[config.mk]
export PLATFORM = sky130hd
export DESIGN_NAME = cmp_timer
export DESIGN_NICKNAME = d
export VERILOG_FILES = /design/src/rtl/tmr_pkg.sv /design/src/rtl/tmr_counter.sv /design/src/rtl/tmr_match.sv /design/src/rtl/tmr_pin.sv /design/src/rtl/cmp_timer.sv
export SDC_FILE = /design/constraint.sdc
export NUM_CORES = 1
export LEC_CHECK = 0
export ABC_AREA = 1
export CAP_MARGIN = 20
export CORE_MARGIN = 4
export CORE_UTILIZATION = 25
export DETAILED_ROUTE_END_ITERATION = 10
export PLACE_DENSITY = 0.48
export SYNTH_ARGS = -nofsm -noshare
export SYNTH_HDL_FRONTEND = slang
export SYNTH_SLANG_ARGS = --single-unit
export TNS_END_PERCENT = 50
[constraint.sdc]
create_clock -name clk -period 2 [get_ports clk]
set_input_delay 0.4 -clock clk [delete_from_list [all_inputs] [get_ports clk]]
set_output_delay 0.4 -clock clk [all_outputs]
set_load 0.01 [all_outputs]
[src/rtl/tmr_pkg.sv]
// Shared types for the compare-match timer.
// Assumes mode codes are 4 bits wide; unknown codes fall back to free-running.
package tmr_pkg;

    localparam int MODE_W = 4;

    typedef enum logic [1:0] {
        TM_FREE    = 2'd0,
        TM_TOP_A   = 2'd1,
        TM_TOP_CAP = 2'd2
    } tmode_e;

    typedef enum logic [1:0] {
        ACT_HOLD   = 2'b00,
        ACT_TOGGLE = 2'b01,
        ACT_CLEAR  = 2'b10,
        ACT_SET    = 2'b11
    } act_e;

    // Map the raw mode code to the counting behaviour.
    function automatic tmode_e decode_mode(input logic [MODE_W-1:0] code);
        case (code)
            4'd4:    return TM_TOP_A;
            4'd12:   return TM_TOP_CAP;
            default: return TM_FREE;
        endcase
    endfunction

endpackage

[src/rtl/tmr_counter.sv]
// Counting core: increments on tick, rolls over at full scale or clears at a
// selected top, loads on a write and suppresses comparisons for the first tick
// after a load. Also holds the sticky overflow flag.
// Assumes the write strobe has priority over the tick.
module tmr_counter
    import tmr_pkg::*;
#(
    parameter int W = 16
) (
    input  logic         clk,
    input  logic         rst_n,
    input  logic         tick,
    input  logic         ld,
    input  logic [W-1:0] ld_val,
    input  tmode_e       mode,
    input  logic [W-1:0] top_a,
    input  logic [W-1:0] top_cap,
    input  logic         ovf_clr,
    input  logic         ovf_ack,
    output logic [W-1:0] count,
    output logic         live,
    output logic         ovf_flag
);

    localparam logic [W-1:0] FULL = {W{1'b1}};

    logic         blk;
    logic         step;
    logic         at_top;
    logic         roll;
    logic [W-1:0] top;

    // Choose the top source and detect the clear condition.
    always_comb begin
        top    = (mode == TM_TOP_CAP) ? top_cap : top_a;
        at_top = (mode != TM_FREE) && (count == top);
        step   = tick && !ld;
        live   = step && !blk;
        roll   = step && (count == FULL);
    end

    // Count register and post-load block.
    always_ff @(posedge clk) begin
        if (!rst_n) begin
            count <= '0;
            blk   <= 1'b0;
        end else if (ld) begin
            count <= ld_val;
            blk   <= 1'b1;
        end else if (step) begin
            blk   <= 1'b0;
            count <= (live && at_top) ? '0 : count + 1'b1;
        end
    end

    // Sticky overflow flag; a set wins over a clear.
    always_ff @(posedge clk) begin
        if (!rst_n)                 ovf_flag <= 1'b0;
        else if (roll)              ovf_flag <= 1'b1;
        else if (ovf_clr || ovf_ack) ovf_flag <= 1'b0;
    end

    assert_hold_no_tick_R10: assert property (@(posedge clk) disable iff (!rst_n)
        (!tick && !ld) |=> $stable(count));
    assert_free_wrap_R1: assert property (@(posedge clk) disable iff (!rst_n)
        (tick && !ld && mode == TM_FREE && count == FULL) |=> (count == '0));
    assert_top_clear_R3: assert property (@(posedge clk) disable iff (!rst_n)
        (live && mode != TM_FREE && count == top) |=> (count == '0));
    assert_load_R9: assert property (@(posedge clk) disable iff (!rst_n)
        ld |=> (count == $past(ld_val)));
    assert_ovf_set_R2: assert property (@(posedge clk) disable iff (!rst_n)
        roll |=> ovf_flag);
    assert_ovf_sticky_R2: assert property (@(posedge clk) disable iff (!rst_n)
        (ovf_flag && !ovf_clr && !ovf_ack) |=> ovf_flag);

endmodule

[src/rtl/tmr_match.sv]
// Compare unit for register A: raises a hit on a live tick at equality and
// keeps a sticky match flag. Assumes live already excludes post-load ticks.
module tmr_match #(
    parameter int W = 16
) (
    input  logic         clk,
    input  logic         rst_n,
    input  logic         live,
    input  logic [W-1:0] count,
    input  logic [W-1:0] cmpa,
    input  logic         flag_clr,
    output logic         hit,
    output logic         match_flag
);

    // Equality detection gated by a live tick.
    always_comb hit = live && (count == cmpa);

    // Sticky match flag; a set wins over a clear.
    always_ff @(posedge clk) begin
        if (!rst_n)        match_flag <= 1'b0;
        else if (hit)      match_flag <= 1'b1;
        else if (flag_clr) match_flag <= 1'b0;
    end

    assert_hit_sets_R5: assert property (@(posedge clk) disable iff (!rst_n)
        hit |=> match_flag);
    assert_rise_at_equal_R5: assert property (@(posedge clk) disable iff (!rst_n)
        $rose(match_flag) |-> $past(count == cmpa));

endmodule

[src/rtl/tmr_pin.sv]
// Output unit: applies the action field to the pin on a hit or a force.
// Assumes the action field is sampled at the event, never on its write.
module tmr_pin
    import tmr_pkg::*;
(
    input  logic clk,
    input  logic rst_n,
    input  logic hit,
    input  logic force_a,
    input  act_e act,
    output logic pin
);

    logic nxt;

    // Pin value the current action would produce.
    always_comb begin
        case (act)
            ACT_TOGGLE: nxt = ~pin;
            ACT_CLEAR:  nxt = 1'b0;
            ACT_SET:    nxt = 1'b1;
            default:    nxt = pin;
        endcase
    end

    // Pin register updated only on an event.
    always_ff @(posedge clk) begin
        if (!rst_n)              pin <= 1'b0;
        else if (hit || force_a) pin <= nxt;
    end

    assert_quiet_R7: assert property (@(posedge clk) disable iff (!rst_n)
        (!hit && !force_a) |=> $stable(pin));
    assert_hold_act_R6: assert property (@(posedge clk) disable iff (!rst_n)
        ((hit || force_a) && act == ACT_HOLD) |=> $stable(pin));
    assert_set_act_R6: assert property (@(posedge clk) disable iff (!rst_n)
        ((hit || force_a) && act == ACT_SET) |=> pin);
    assert_clear_act_R6: assert property (@(posedge clk) disable iff (!rst_n)
        ((hit || force_a) && act == ACT_CLEAR) |=> !pin);
    assert_force_toggle_R8: assert property (@(posedge clk) disable iff (!rst_n)
        (force_a && act == ACT_TOGGLE) |=> (pin != $past(pin)));

endmodule

[src/rtl/cmp_timer.sv]
// Top of the compare-match timer: configuration registers, counting core,
// compare unit and output unit. Assumes all writes are single-cycle strobes.
module cmp_timer
    import tmr_pkg::*;
#(
    parameter int W = 16
) (
    input  logic              clk,
    input  logic              rst_n,
    input  logic              tick,
    input  logic              cnt_we,
    input  logic [W-1:0]      cnt_wdata,
    input  logic              cmpa_we,
    input  logic [W-1:0]      cmpa_wdata,
    input  logic              cap_we,
    input  logic [W-1:0]      cap_wdata,
    input  logic              mode_we,
    input  logic [MODE_W-1:0] mode_wdata,
    input  logic              act_we,
    input  logic [1:0]        act_wdata,
    input  logic              force_a,
    input  logic              ovf_clr,
    input  logic              ovf_ack,
    input  logic              mtch_clr,
    output logic              cmp_pin,
    output logic [W-1:0]      count,
    output logic              ovf_flag,
    output logic              match_flag
);

    tmode_e       mode_q;
    act_e         act_q;
    logic [W-1:0] cmpa_q;
    logic [W-1:0] cap_q;
    logic         live;
    logic         hit;

    // Configuration registers written by software.
    always_ff @(posedge clk) begin
        if (!rst_n) begin
            mode_q <= TM_FREE;
            act_q  <= ACT_HOLD;
            cmpa_q <= '0;
            cap_q  <= '0;
        end else begin
            if (mode_we) mode_q <= decode_mode(mode_wdata);
            if (act_we)  act_q  <= act_e'(act_wdata);
            if (cmpa_we) cmpa_q <= cmpa_wdata;
            if (cap_we)  cap_q  <= cap_wdata;
        end
    end

    tmr_counter #(.W(W)) u_cnt (
        .clk(clk), .rst_n(rst_n), .tick(tick), .ld(cnt_we), .ld_val(cnt_wdata),
        .mode(mode_q), .top_a(cmpa_q), .top_cap(cap_q),
        .ovf_clr(ovf_clr), .ovf_ack(ovf_ack),
        .count(count), .live(live), .ovf_flag(ovf_flag)
    );

    tmr_match #(.W(W)) u_cmp (
        .clk(clk), .rst_n(rst_n), .live(live), .count(count), .cmpa(cmpa_q),
        .flag_clr(mtch_clr), .hit(hit), .match_flag(match_flag)
    );

    tmr_pin u_pin (
        .clk(clk), .rst_n(rst_n), .hit(hit), .force_a(force_a), .act(act_q),
        .pin(cmp_pin)
    );

    assert_force_keeps_count_R8: assert property (@(posedge clk) disable iff (!rst_n)
        (force_a && !tick && !cnt_we) |=> $stable(count));
    assert_force_no_flag_R8: assert property (@(posedge clk) disable iff (!rst_n)
        (force_a && !tick && !match_flag) |=> !match_flag);

endmodule

==> key figures, run 1 <==
Run status
  – Status: finished clean

Route
  – DR vias: ~3,600
  – Routed WL: 10,300 um
  – DRT iter0 DRCs: roughly 250
  – Wire length per cell: 13.1 um
  – Drt via density: 4.53
  – Antenna viol nets, final: 0
  – # DRC: 0
  – Drt first pass iters: 5

Worst setup path
  – CP arrival: between 1000 and 1500 ps
  – Worst Setup Start Kind: flip-flop
  – R2R Setup Slk: roughly 210 ps
  – Bufs and invs on worst path: 1
  – CP delay by family, top: buffers and inverters
  – CP Max Fanout: 8
  – CP max stage delay: 610 ps
  – Slowest-stage cell, CP: clkdlybuf4s50_1
  – WP data required: between 1500 and 2000 ps
  – Critical path class: reg2out
  – Critical Path Sink Type: output pin
  – Worst setup path startpoint: u_cnt.count[7]$_SDFFE_PN0P_
  – Reg2reg start: mode_q[0]$_SDFFE_PN0P_
  – Critical-path cell list: clkdlybuf4s50_1

Logic synthesis
  – Yosys cell types: 30
  – Post-Synthesis Cells: ~530
  – Asr flop ratio synth: 0
  – Register area share after synthesis: 0.340
  – FF+latch count, synth: 56
  – Synthesized area: between 3000 and 4000 um2
  – Post-synth EDFFs: 0
  – Syn nets: 592
  – Synth warn: 0
  – Mapped Avg Cell Area: about 6.3 um2
  – Most used flip-flop cell after synthesis: dfxtp_1

Clocking
  – Clk sink count: 56
  – CTS tree: built
  – Worst skew pair latency: approximately 300 ps
  – Clock Tree Root: clkbuf_16
  – H-Tree Depth: 2
  – CTS Buf Count: 5
  – Max Buffers Root-to-Sink: 2
  – Clock-pin slew on the worst setup and hold paths: 80 ps
  – Setup Buffers After CTS: 0

Place
  – GP Congestion: 0.854
  – Place WS: -153 ps
  – Post-DP HPWL: roughly 8300 um
  – Port bufs: 84

Floorplanning
  – Initial Util: 0.258
  – Die Area: around 15,000 um2
  – Die Width: between 100 and 150 um
  – Row Count: just over 40
  – Ports: 85
  – Core Region: 12,800 um2
  – Die height: 123 um

STA
  – Finish-stage setup viols: 0
  – RSZ-0062 raised after global routing: false
  – Hold WS: between 400 and 500 ps
  – Final setup TNS: 0 ps
  – Layout Skew: 6.50 ps
  – Rel. slew slack: 0.699
  – Final Hold Vio Count: 0
  – Period Utilization, post-route: 0.923
  – Tmin final: 1850 ps
  – Worst Tran Pin Value: about 450 ps
  – Final Slew Violations: 0
  – Final setup margin: between 150 and 200 ps
  – Fmax achieved: ~0.54 GHz

GRT
  – Gr ovfl total: 0
  – Initial antenna violation count: 0
  – Global-route wire length before repair: between 15,000 and 20,000 um
  – Vias in the first global route: 3,497
  – Total track usage: 0.140
  – Largest net degree at the start of global routing: 29

Final layout
  – Layout Nets: 679
  – Diode count: 0
  – Utilization after layout: 0.357
  – Layout cells sized above 1: 0.0669
  – Fillers: roughly 1,400
  – Area Growth Syn to Fin: 38.0%

Power
  – VDD IR max: between 300 and 400 uV
  – Final Power: 2.75 mW
  – Static leakage: 1.90 nW
  – Power per cell area: 603 nW/um2

Run
  – Max cap viols: 0

Worst hold path
  – Worst Hold Class: reg2reg
  – Hold path start: u_cmp.match_flag$_SDFFE_PN0P_
cells in the mapped netlist, drive strengths merged, types with 2 or more instances:
cell    count  share of area
o21ai      39          0.059
nand3      47          0.074
inv        45          0.051
clkinv      2         0.0023
clkbuf     13          0.015
a22oi      16          0.036
buf        10          0.020
dfxtp      56           0.34
nor2       90           0.10
a21oi      37          0.056
nand4       6          0.011
nand2     133           0.15
xor2       10          0.027
xnor2      10          0.027
nor3        5          0.011
power by group:
part / total [mW] / internal, mW / switching (mW)
clock: 0.892 / 0.468 / 0.425
sequential: 1.26 / 1.19 / 0.0762
combinational: 0.592 / 0.305 / 0.287
flip-flops by register name, indices dropped and copies added (netlist names):
signal            cells
act_q                 2
u_pin.pin             1
mode_q                2
u_cnt.count          16
cap_q                16
u_cnt.ovf_flag        1
u_cmp.match_flag      1
cmpa_q               16
u_cnt.blk             1
cells by family after synthesis:
kind of cell | Yosys count | synth area share
compound gates | 93 | 0.154
fa+ha+maj | 1 | 0.00379
xor+xnor | 20 | 0.0531
flops | 56 | 0.340
simple gates | 285 | 0.362
buf+inv | 70 | 0.0879
worst paths after layout:
kind | end | depth (start not counted)
max | count[7] | 1
min | u_cmp.match_flag$_SDFFE_PN0P_ | 2
max reg2reg | u_cnt.count[12]$_SDFFE_PN0P_ | 12
min reg2reg | u_cmp.match_flag$_SDFFE_PN0P_ | 2
stage by stage:
step	instance area (um2)	instances
detailed placement	4390	776
floorplan	3300	525
CTS	4540	784
global placement	4390	776
finish	4550	785
global route	4550	785
routing by layer:
layer,share of wire,up-vias,track usage
met5,0,-,0
met4,0.010,0,0.0280
met3,0.055,7,0.0261
met2,0.44,97,0.222
met1,0.50,1584,0.200
li1,-,1869,-
area by class of cell:
cell class	instances	area (um2)	share of cell area
repair buffers	103	996	0.219
inverters	47	176	0.0387
clock inverters	3	21.3	0.00467
clock buffers	5	125	0.0275
multi-input cells	399	1900	0.416
well taps	172	215	0.0473
flip-flops and latches	56	1120	0.247
cells in the final DEF (no fill, tap or decap), types with 5 or more instances in the layout:
master / Yosys / routed
nand2_1: 131 / 131
nor2_1: 89 / 88
clkdlybuf4s50_1: 0 / 84
dfxtp_1: 56 / 54
nand3_1: 45 / 45
inv_1: 41 / 41
o21ai_0: 38 / 38
a21oi_1: 37 / 37
buf_4: 4 / 18
a22oi_1: 16 / 16
xor2_1: 10 / 10
xnor2_1: 10 / 10
nand4_1: 6 / 6
clkbuf_16: 0 / 5
timing repair:
| action | 4_1_cts | 5_1_grt |
|---|---|---|
| hold buffers | 0 | 0 |
| resized for setup | 0 | 4 |
| setup endpoints to repair | 0 | 13 |
No activity file was read; power rests on OpenSTA's default activity.
==> inputs of run 2 (changes only) <==
- GPL_ROUTABILITY_DRIVEN: not set -> 1
==> results of run 2 <==
Same layout as run 1: the final DEF is identical, and so are final timing and power.
==> inputs of run 3 (changes only) <==
- CORE_ASPECT_RATIO: not set -> 0.7
- HOLD_SLACK_MARGIN: not set -> 0.02
==> run 3 against run 2 <==
Clock skew shrank 1.3 ps. First-iteration DRC count shrank 16%. Count of clock-buffer cells in the layout grew 2. Critical path depth is the same. Hold slack lost 1.4 ps. Non-clock buffer count grew 2. Combinational power grew 0.8%. Clock power grew 3.6%. Critical path type unchanged.
==> key figures, run 3 (same netlist as run 1, synthesis figures left out) <==
Run status
  – Status: finished clean

Route
  – Routed WL: 10,900 um
  – DR vias: approximately 3,600
  – Drt first pass iters: 7
  – DRT iter0 DRCs: 207
  – Drt via density: 4.63
  – # DRC: 0
  – Wire length per cell: around 14 um
  – Antenna viol nets, final: 0

STA
  – Final setup TNS: 0 ps
  – Final Hold Vio Count: 0
  – Final setup margin: approximately 170 ps
  – Fmax achieved: between 0.5 and 0.6 GHz
  – Layout Skew: just over 5 ps
  – Hold WS: 471 ps
  – Worst Tran Pin Value: between 500 and 600 ps
  – Finish-stage setup viols: 0
  – RSZ-0062 raised after global routing: false
  – Tmin final: roughly 1800 ps
  – Final Slew Violations: 0
  – Rel. slew slack: 0.619
  – Period Utilization, post-route: 0.915

Clocking
  – CTS Buf Count: 5
  – H-Tree Depth: 2
  – Clk sink count: 56
  – Clock Tree Root: clkbuf_16
  – Max Buffers Root-to-Sink: 2
  – Clock-pin slew on the worst setup and hold paths: 70 ps
  – CTS tree: built
  – Worst skew pair latency: 300 ps

Floorplanning
  – Row Count: 34
  – Ports: 85
  – Die height: roughly 100 um
  – Die Width: about 150 um
  – Initial Util: 0.260
  – Die Area: 15,100 um2
  – Core Region: 12,700 um2

Final layout
  – Most common cell after layout, fill and taps aside: nand2_1
  – Diode count: 0
  – Layout cells sized above 1: 0.0684
  – Utilization after layout: 0.360
  – Area Growth Syn to Fin: 38.2%
  – Layout Nets: just under 700
  – Leading cell types in the layout, fill and taps excluded: nand2_1 (131), nor2_1 (89), clkdlybuf4s50_1 (84), dfxtp_1 (53), nand3_1 (45)
  – Top flop regs: cap_q x16, cmpa_q x16, u_cnt.count x16
  – Fin area: 4560 um2

GRT
  – Largest net degree at the start of global routing: 33
  – Global-route wire length before repair: ~18,000 um
  – Initial antenna violation count: 0
  – Gr ovfl total: 0
  – Met1 usage: 0.205
  – M2 GR Usage: 0.221
  – GR Util met3: 0.0401
  – Layer with the highest usage: met2
  – Total track usage: 0.144
  – Vias in the first global route: around 3,500

Worst setup path
  – Critical path class: reg2out
  – Slowest-stage cell, CP: clkdlybuf4s50_1
  – CP arrival: about 1400 ps
  – CP delay by family, top: buffers and inverters
  – CP Max Fanout: 7
  – WP data required: 1600 ps
  – Worst Setup Start Kind: flip-flop
  – CP max stage delay: between 600 and 700 ps
  – Critical Path Sink Type: output pin
  – Bufs and invs on worst path: 1
  – Critical-path cell list: clkdlybuf4s50_1

Place
  – Post-DP HPWL: slightly below 9000 um
  – Port bufs: 84
  – GP Congestion: ~0.87
  – Dpl cell area: between 4000 and 5000 um2
  – Place WS: -226 ps

Run
  – Max cap viols: 0

Power
  – Static leakage: roughly 1.9 nW
  – Power per cell area: just over 600 nW/um2
  – VDD IR max: 326 uV

Worst hold path
  – Worst Hold Class: reg2reg
run 3: changes by cell type in the layout (fill, tap and decap cells not counted):
cell,previous run,this run
buf_6,0,1
nand2_4,1,0
clkinvlp_4,1,0
dfxtp_2,2,3
clkbuf_8,0,2
clkinv_2,1,0
buf_4,18,19
nor2_1,88,89
nor2_2,2,1
dfxtp_1,54,53
nand2_2,1,2
inv_6,1,0
run 3: repair_timing:
item	4_1_cts	5_1_grt
buffers inserted	0	0
endpoints found under the setup margin	0	13
hold buffers	0	0
resized for setup	0	3
run 3: worst paths after layout:
check | from | endpoint | slack, ps | depth (start not counted)
setup / recovery | u_cnt.count[11]$_SDFFE_PN0P_ | count[11] | 170 | 1
hold / removal | u_cmp.match_flag$_SDFFE_PN0P_ | u_cmp.match_flag$_SDFFE_PN0P_ | 470 | 2
setup reg to reg | mode_q[1]$_SDFFE_PN0P_ | u_cnt.count[3]$_SDFFE_PN0P_ | 180 | 12
hold reg to reg | u_cmp.match_flag$_SDFFE_PN0P_ | u_cmp.match_flag$_SDFFE_PN0P_ | 470 | 2
run 3: final cells by class:
class                           instances  area, um2
Multi-Input combinational cell        399       1890
Timing Repair Buffer                  105       1010
Fill cell                            1389       8120
Clock buffer                            7        153
Sequential cell                        56       1120
Tap cell                              162        203
Inverter                               47        176
run 3: power by group:
part	leakage, nW	internal (mW)	total, mW	switching (mW)
logic	1.38	0.304	0.597	0.293
registers	0.465	1.19	1.26	0.0769
clock network	0.0760	0.527	0.924	0.397
total	1.92	2.02	2.78	0.767
run 3: through the flow:
stage | instances | power [mW]
after floorplan | 525 | 1.59
after global placement | 768 | 1.88
after detailed placement | 768 | 1.88
after CTS | 775 | 2.82
after global routing | 776 | 2.96
final | 776 | 2.78
run 3: layer usage:
metal | share of wire | vias up | routed length [um]
met3 | 0.062 | 6 | 675
met2 | 0.42 | 93 | 4530
met1 | 0.52 | 1620 | 5630
met5 | 0 | - | 0
met4 | 0.0034 | 0 | 37
li1 | - | 1873 | -
